File: src/rtl/extint_pkg.sv
package extint_pkg;
  localparam int NUM_CH = 3;

  typedef enum logic [1:0] {
    SENSE_LOW  = 2'b00,
    SENSE_ANY  = 2'b01,
    SENSE_FALL = 2'b10,
    SENSE_RISE = 2'b11
  } sense_e;

  typedef enum logic [1:0] {
    SEL_ENABLE = 2'd0,
    SEL_FLAG   = 2'd1,
    SEL_SENSE  = 2'd2,
    SEL_NONE   = 2'd3
  } reg_sel_e;

  // bit position of a channel inside the enable and flag registers
  function automatic int unsigned ch_pos(input int unsigned ch);
    case (ch)
      0:       return 6;
      1:       return 7;
      default: return 5;
    endcase
  endfunction
endpackage

File: src/rtl/pin_sync.sv
module pin_sync #(
  parameter int   STAGES    = 2,
  parameter logic RESET_VAL = 1'b1
) (
  input  logic clk,
  input  logic rst_n,
  input  logic d_in,
  output logic q_out
);
  logic [STAGES-1:0] chain_q;

  always_ff @(posedge clk or negedge rst_n) begin
    if (!rst_n) chain_q <= {STAGES{RESET_VAL}};
    else        chain_q <= {chain_q[STAGES-2:0], d_in};
  end

  assign q_out = chain_q[STAGES-1];
endmodule

File: src/rtl/sense_detect.sv
module sense_detect
  import extint_pkg::*;
#(
  parameter bit EDGE_ONLY = 1'b0
) (
  input  logic   clk,
  input  logic   rst_n,
  input  logic   smp,
  input  sense_e mode,
  input  logic   rise_sel,
  output logic   evt
);
  logic   prev_q;
  sense_e eff_mode;

  always_ff @(posedge clk or negedge rst_n) begin
    if (!rst_n) prev_q <= 1'b1;
    else        prev_q <= smp;
  end

  generate
    if (EDGE_ONLY) begin : g_edge
      assign eff_mode = rise_sel ? SENSE_RISE : SENSE_FALL;
    end else begin : g_full
      assign eff_mode = mode;
    end
  endgenerate

  always_comb begin
    unique case (eff_mode)
      SENSE_LOW:  evt = ~smp;
      SENSE_ANY:  evt = smp ^ prev_q;
      SENSE_FALL: evt = prev_q & ~smp;
      default:    evt = smp & ~prev_q;
    endcase
  end


  edge_quiet_chk: assert property (@(posedge clk) disable iff (!rst_n)
    (eff_mode != SENSE_LOW && smp == prev_q) |-> !evt);


  level_low_chk: assert property (@(posedge clk) disable iff (!rst_n)
    (!EDGE_ONLY && mode == SENSE_LOW && !smp) |-> evt);
endmodule

File: src/rtl/extint_ctrl.sv
module extint_ctrl
  import extint_pkg::*;
#(
  parameter int SYNC_STAGES = 2,
  parameter int DATA_W      = 8
) (
  input  logic              clk,
  input  logic              rst_n,
  input  logic [2:0]        pin_in,
  input  logic              gie,
  input  logic [1:0]        reg_sel,
  input  logic              reg_wr,
  input  logic [DATA_W-1:0] reg_wdata,
  output logic [DATA_W-1:0] reg_rdata,
  input  logic              ack_valid,
  input  logic [1:0]        ack_id,
  output logic [2:0]        irq_req
);
  localparam int SENSE_W = 5;

  logic [NUM_CH-1:0]  smp, evt, clr, en_q, flag_q;
  logic [SENSE_W-1:0] sense_q;
  reg_sel_e           sel;

  assign sel = reg_sel_e'(reg_sel);

  always_ff @(posedge clk or negedge rst_n) begin
    if (!rst_n)                          sense_q <= '0;
    else if (reg_wr && sel == SEL_SENSE) sense_q <= reg_wdata[SENSE_W-1:0];
  end

  generate
    for (genvar ch = 0; ch < NUM_CH; ch++) begin : g_ch
      localparam int unsigned POS = ch_pos(ch);

      pin_sync #(.STAGES(SYNC_STAGES), .RESET_VAL(1'b1)) u_sync (
        .clk(clk), .rst_n(rst_n), .d_in(pin_in[ch]), .q_out(smp[ch])
      );

      sense_detect #(.EDGE_ONLY(ch == 2)) u_det (
        .clk(clk), .rst_n(rst_n), .smp(smp[ch]),
        .mode(sense_e'(sense_q[(ch%2)*2 +: 2])),
        .rise_sel(sense_q[4]),
        .evt(evt[ch])
      );

      assign clr[ch] = (reg_wr && sel == SEL_FLAG && reg_wdata[POS])
                     || (ack_valid && ack_id == 2'(ch));

      always_ff @(posedge clk or negedge rst_n) begin
        if (!rst_n)       flag_q[ch] <= 1'b0;
        else if (evt[ch]) flag_q[ch] <= 1'b1;
        else if (clr[ch]) flag_q[ch] <= 1'b0;
      end

      always_ff @(posedge clk or negedge rst_n) begin
        if (!rst_n)                           en_q[ch] <= 1'b0;
        else if (reg_wr && sel == SEL_ENABLE) en_q[ch] <= reg_wdata[POS];
      end

      assign irq_req[ch] = en_q[ch] & flag_q[ch] & gie;


      evt_wins_chk: assert property (@(posedge clk) disable iff (!rst_n)
        evt[ch] |=> flag_q[ch]);


      ack_clear_chk: assert property (@(posedge clk) disable iff (!rst_n)
        (ack_valid && ack_id == 2'(ch) && !evt[ch]) |=> !flag_q[ch]);


      w1c_clear_chk: assert property (@(posedge clk) disable iff (!rst_n)
        (reg_wr && sel == SEL_FLAG && reg_wdata[POS] && !evt[ch]) |=> !flag_q[ch]);
    end
  endgenerate

  always_comb begin
    reg_rdata = '0;
    unique case (sel)
      SEL_ENABLE: for (int c = 0; c < NUM_CH; c++) reg_rdata[ch_pos(c)] = en_q[c];
      SEL_FLAG:   for (int c = 0; c < NUM_CH; c++) reg_rdata[ch_pos(c)] = flag_q[c];
      SEL_SENSE:  reg_rdata[SENSE_W-1:0] = sense_q;
      default:    reg_rdata = '0;
    endcase
  end
endmodule

File: config.mk
export PLATFORM = sky130hd
export DESIGN_NAME = extint_ctrl
export DESIGN_NICKNAME = d
export VERILOG_FILES = /design/src/rtl/extint_pkg.sv /design/src/rtl/pin_sync.sv /design/src/rtl/sense_detect.sv /design/src/rtl/extint_ctrl.sv
export SDC_FILE = /design/constraint.sdc
export NUM_CORES = 1
export LEC_CHECK = 0
export ABC_AREA = 1
export BUFFER_PORTS_ARGS = -buffer_cell sky130_fd_sc_hd__buf_2
export CORE_UTILIZATION = 40
export DETAILED_ROUTE_END_ITERATION = 7
export PLACE_DENSITY = 0.72
export SETUP_SLACK_MARGIN = 0.1
export SLEW_MARGIN = 0
export SYNTH_ARGS = -nofsm -noshare
export SYNTH_HDL_FRONTEND = slang
export SYNTH_SLANG_ARGS = --single-unit
export TNS_END_PERCENT = 20
File: constraint.sdc
create_clock -name clk -period 1.2 [get_ports clk]
set_input_delay 0.24 -clock clk [delete_from_list [all_inputs] [get_ports clk]]
set_output_delay 0.24 -clock clk [all_outputs]
set_load 0.01 [all_outputs]
-- Word-level counts from Yosys, hierarchy flattened
Cells that the tools add are included.
W data, S select, Z words.
- bits in registers: 20
- input port bits: 20
- output and inout bits: 11
- logic and storage cells: 118
- magnitude comparators: 12
- equal/unequal tests: 10
- muxes and demuxes: 34
- bitwise logic cells: 23
- reductions and logical operators: 26
- operators by type and width (kind ; count):
    $ge A32 B1 Y1 const B ; 6
    $lt A32 B4 Y1 const B ; 6
    $mux W32 ; 6
    $bwmux W8 ; 4
    $demux W1 S3 ; 6
    $and A8 B8 Y8 ; 2
    $logic_and A1 B1 Y1 ; 15
    $pmux W5 S3 ; 1
    $mux W1 ; 13
    $and A1 B1 Y1 ; 12
    $eq A2 B1 Y1 const B ; 5
    $eq A2 B2 Y1 const B ; 5
    $logic_not A2 Y1 ; 5
    $pmux W1 S3 ; 3
    $not A1 Y1 ; 6
    $pmux W3 S2 ; 1
    $reduce_bool A2 Y1 ; 3
    $logic_or A1 B1 Y1 ; 3
    $xor A1 B1 Y1 ; 3

-- Depth between registers and ports, before layout
- depth after elaboration: 10
- depth in mapped cells: 7
- depth with buffers taken out: 7

-- Modules after synthesis
From an unflattened synthesis, not the netlist that was laid out.
- cell total of the unflattened synthesis: 129
- area, all modules: 1019.7 um2
- modules (own cells, without submodules) (module ; times used ; cells each ; area each (um2) ; sequential area each (um2)):
    extint_ctrl ; 1 ; 84 ; 605.6 ; 275.3
    sense_detect (g_ch[0].u_det ...) ; 2 ; 16 ; 102.6 ; 26.3
    pin_sync ; 3 ; 2 ; 52.6 ; 52.6
    sense_detect (g_ch[2].u_det) ; 1 ; 7 ; 51.3 ; 26.3

-- Worst setup path after synthesis
No wires, ideal clock.
- kind: register to register
- start point: register g_ch[0].u_det.prev_q
- end point: register flag_q[0]
- setup time: 117 ps
- arrival: 1022 ps
- required time: 1083 ps
- path slack: 61 ps
- stages on the path, launching flop included: 8
- buffers on the path: 0
- period minus slack after synthesis: 1139 ps
- path through: dfstp_2 -> inv_1 -> ha_1 -> inv_1 -> nand2_1 -> nand3_1 -> nand2_1 -> nand2_1
- cells in the longest elaborated chain, start to end: 4
- elaborated cells between the ends (all ways): 7
- classes of those cells: mux (2); bitwise (4); reduce/logical (1)
- ends and longest elaborated chain (element ; RTL line ; source):
    start: declaration ; sense_detect.sv:13 ; logic prev_q;
    start signal: assignment ; sense_detect.sv:18 ; else prev_q <= smp;
    $not A1 Y1 ; sense_detect.sv:34 ; default: evt = smp & ~prev_q;
    $and A1 B1 Y1 ; sense_detect.sv:34 ;
    $pmux W1 S3 * ; sense_detect.sv:30 ; unique case (eff_mode)
    $mux W1 / $reduce_bool A2 Y1 (equally long branches) ; -- ;
    end signal: indexed assignment ; extint_ctrl.sv:51 ; if (!rst_n) flag_q[ch] <= 1'b0;
    end signal: indexed assignment ; extint_ctrl.sv:52 ; else if (evt[ch]) flag_q[ch] <= 1'b1;
    end signal: indexed assignment ; extint_ctrl.sv:53 ; else if (clr[ch]) flag_q[ch] <= 1'b0;
    end: declaration ; extint_ctrl.sv:21 ; logic [NUM_CH-1:0] smp, evt, clr, en_q, flag_q;
Mark *: on every way between the ends. The rest lies on a longest branch, timed or not.
A chain may end at the register's enable or synchronous reset.

-- Worst setup path after layout
- start point: register flag_q[0]
- end point: output port irq_req[0]
- cells in the longest elaborated chain, start to end: 2
- ends and longest elaborated chain (element ; RTL line ; source):
    $and A1 B1 Y1 (2 in a row) ; extint_ctrl.sv:61 ; assign irq_req[ch] = en_q[ch] & flag_q[ch] & gie;
    end: declaration ; extint_ctrl.sv:17 ; output logic [2:0] irq_req
Every way passes these cells.

==> results.py <==
metrics = {
    "status": {
        "status": "finished with violations",
        "failed_checks": "setup timing",
    },
    "sta": {
        "skew_ns": 0.00276,
        "finalSetupViolCount": 8,
        "final-max-slew-violation-count": 0,
        "hold_ws_ns": 0.0308,
        "hold_violations": 0,
        "period_minus_slack_ns": 1.29,
        "clock.fmax_ghz": 0.773,
        "min_period_over_period_pct": 108,
        "finalWorstSetupSlack_ns": -0.0935,
        "rsz0062_at_grt": "true",
        "worst_pin_slew_ns": 0.426,
        "finalSetupTns_ns": -0.379,
        "relSlewSlack_pct": 71.6,
    },
    "clocking": {
        "cts_sinks": 20,
        "cts_root_buf": "clkbuf_4",
        "clockBufferDepth": 2,
        "clk_pin_slew_worst_paths_ns": 0.11,
        "cts_made_buffers": 3,
        "cts_tree": "yes",
        "insertion_delay_ns": 0.29,
        "htreeDepth": 1,
    },
    "place": {
        "dp_cells": 179,
        "dp_hpwl_um": 1640,
        "port_buffers": 30,
        "dp_slack_ns": 0.0149,
        "gp_congestion": 0.793,
    },
    "power": {
        "p_sw_share_pct": 30.5,
        "pwr-share-comb_pct": 24.3,
        "clock_power_share_pct": 21.3,
        "p_leak_nw": 0.706,
        "p_switching_w": 0.000463,
        "p_int_w": 0.00105,
        "pwr-share-seq_pct": 54.4,
        "p_per_area_mw_per_mm2": 1190,
        "vdd_drop_max_v": 0.000762,
    },
    "synth": {
        "synthDistinctLibCells": 16,
        "syn-instance-count": 120,
        "ys_seq_area_share_pct": 52.0,
        "ys_warn_count": 0,
        "synth-seq-cells": 20,
        "syn-cell-area_um2": 985,
        "syn_avg_cell_area_um2": 8.21,
        "syn_nets": 144,
    },
    "global_routing": {
        "grt_max_degree": 21,
        "grt_pass1_vias": 867,
        "track_usage_pct": 18.1,
        "grt_pass1_wl_um": 3510,
        "antenna_found_initial": 0,
        "gr-total-overflow": 0,
    },
    "critical_path": {
        "arrival_ns": 1.05,
        "critPathKind": "reg -> out",
        "start_kind": "flip-flop",
        "required_ns": 0.96,
        "cp_max_fo": 2,
        "setup.worst_path.end_class": "primary output",
    },
    "route": {
        "ant_nets": 0,
        "first_pass_iters": 6,
        "via_per_inst": 4.81,
        "wl_per_cell_um": 11.3,
        "drt-initial-drc-count": 3,
        "highest-signal-layer": "met4",
        "drc_errors": 0,
        "vias": 900,
        "m1WireLength_um": 903,
        "wl_met2_um": 1090,
        "met3_length_um": 64,
        "totalWireLength_um": 2110,
    },
    "final_layout": {
        "fin_nets": 184,
        "final_cells": 187,
        "drive_gt1_share_pct": 43.4,
        "syn_to_final_growth_pct": 29.0,
        "final_cell_mix": "nand2_1, buf_2, nand3_1",
        "num_antenna_cells": 0,
    },
    "die": {
        "io_pins": 31,
        "die_w_um": 51.6,
        "start_util_pct": 43.3,
        "rows": 17,
        "die_h_um": 51.6,
        "core_mm2": 0.00228,
        "die_area_mm2": 0.00266,
    },
    "worst_hold_path": {
        "hp-class": "in -> reg",
    },
    "run": {
        "drv_cap": 0,
    },
}
stage by stage:
| stage | instance area, µm² | util, % | power, W |
|---|---|---|---|
| 6_report | 1270 | 55.8 | 0.00152 |
| 5_1_grt | 1270 | 55.8 | 0.00162 |
| 4_1_cts | 1250 | 54.8 | 0.00150 |
| 3_5_place_dp | 1180 | 51.7 | 0.00115 |
| 3_3_place_gp | 1180 | 51.7 | 0.00113 |
| 2_1_floorplan | 985 | - | 0.00101 |
critical path, cell delays in order (launching register included):
cell,delay (ns)
dfrtp_1,0.38
inv_2,0.05
nor3_2,0.17
buf_2,0.15
state kept, by name, summed over array words and instances (netlist names):
signal and count:
en_q 3, flag_q 3, g_ch.u_det.prev_q 3, g_ch.u_sync.chain_q 6
sense_q 5
synthesized netlist by cell type, drive strengths merged:
cell / count / share of area [%]
buf: 1 / 0.76
dfrtp: 11 / 28
dfstp: 9 / 24
ha: 4 / 5.1
inv: 28 / 11
nand2: 31 / 12
nand3: 17 / 9.1
nand4: 3 / 1.9
nor2: 7 / 3.4
nor3: 3 / 1.5
o21ai: 3 / 1.5
o22ai: 3 / 1.9
cells by family (layout without fill, tap and decap cells):
logic type               after synthesis  after routing  synth area share (%)
flip-flops                            20             20                  52.0
buffers and inverters                 29             68                  11.4
adder cells (fa/ha/maj)                4              4                  5.08
AND/OR/NAND/NOR                       61             61                  28.1
AO/OA/AOI/OAI                          6              6                  3.43
path summary, 6_finish.rpt:
path	startpoint	to	slack (ns)	cells after the start
setup / recovery	flag_q[0]	irq_req[0]	-0.09	3
hold / removal	pin_in[2]	g_ch[2].u_sync.chain_q[0]	0.03	1
setup reg to reg	g_ch[1].u_det.prev_q	flag_q[1]	0	7
hold reg to reg	g_ch[0].u_sync.chain_q[0]	g_ch[0].u_sync.chain_q[1]	0.36	0
max in group asynchronous	rst_n	g_ch[1].u_det.prev_q	0.47	2
min in group asynchronous	rst_n	flag_q[0]	0.40	2
layout make-up:
cell class,instances,area [µm²]
well taps,28,35.0
fillers,217,1010
clock buffers,4,26.3
flip-flops and latches,20,512
inverters,28,105
multi-input cells,71,394
repair buffers,36,198
power groups by stage:
stage                     sequential (W)  combinational, W  clock (W)
after floorplan                 0.000812          0.000198          0
after global placement          0.000824          0.000305          0
after detailed placement        0.000828          0.000319          0
after CTS                       0.000821          0.000350   0.000329
after global routing            0.000836          0.000420   0.000360
final                           0.000826          0.000368   0.000323
metal layers:
layer,GRT usage (%),up-vias
li1,-,451
met1,20.8,426
met3,2.05,6
met2,32.7,17
met5,0,-
met4,9.01,0
repair_timing:
| action | in CTS | in global routing |
|---|---|---|
| gates resized for setup | 10 | 7 |
| pin swaps | 13 | 2 |
| endpoints found under the hold margin | 11 | 0 |
| hold buffers | 1 | 0 |
| gates cloned | 0 | 0 |
| buffers inserted | 2 | 1 |
| setup endpoints to repair | 13 | 13 |
(Power assumes the default switching activity.)
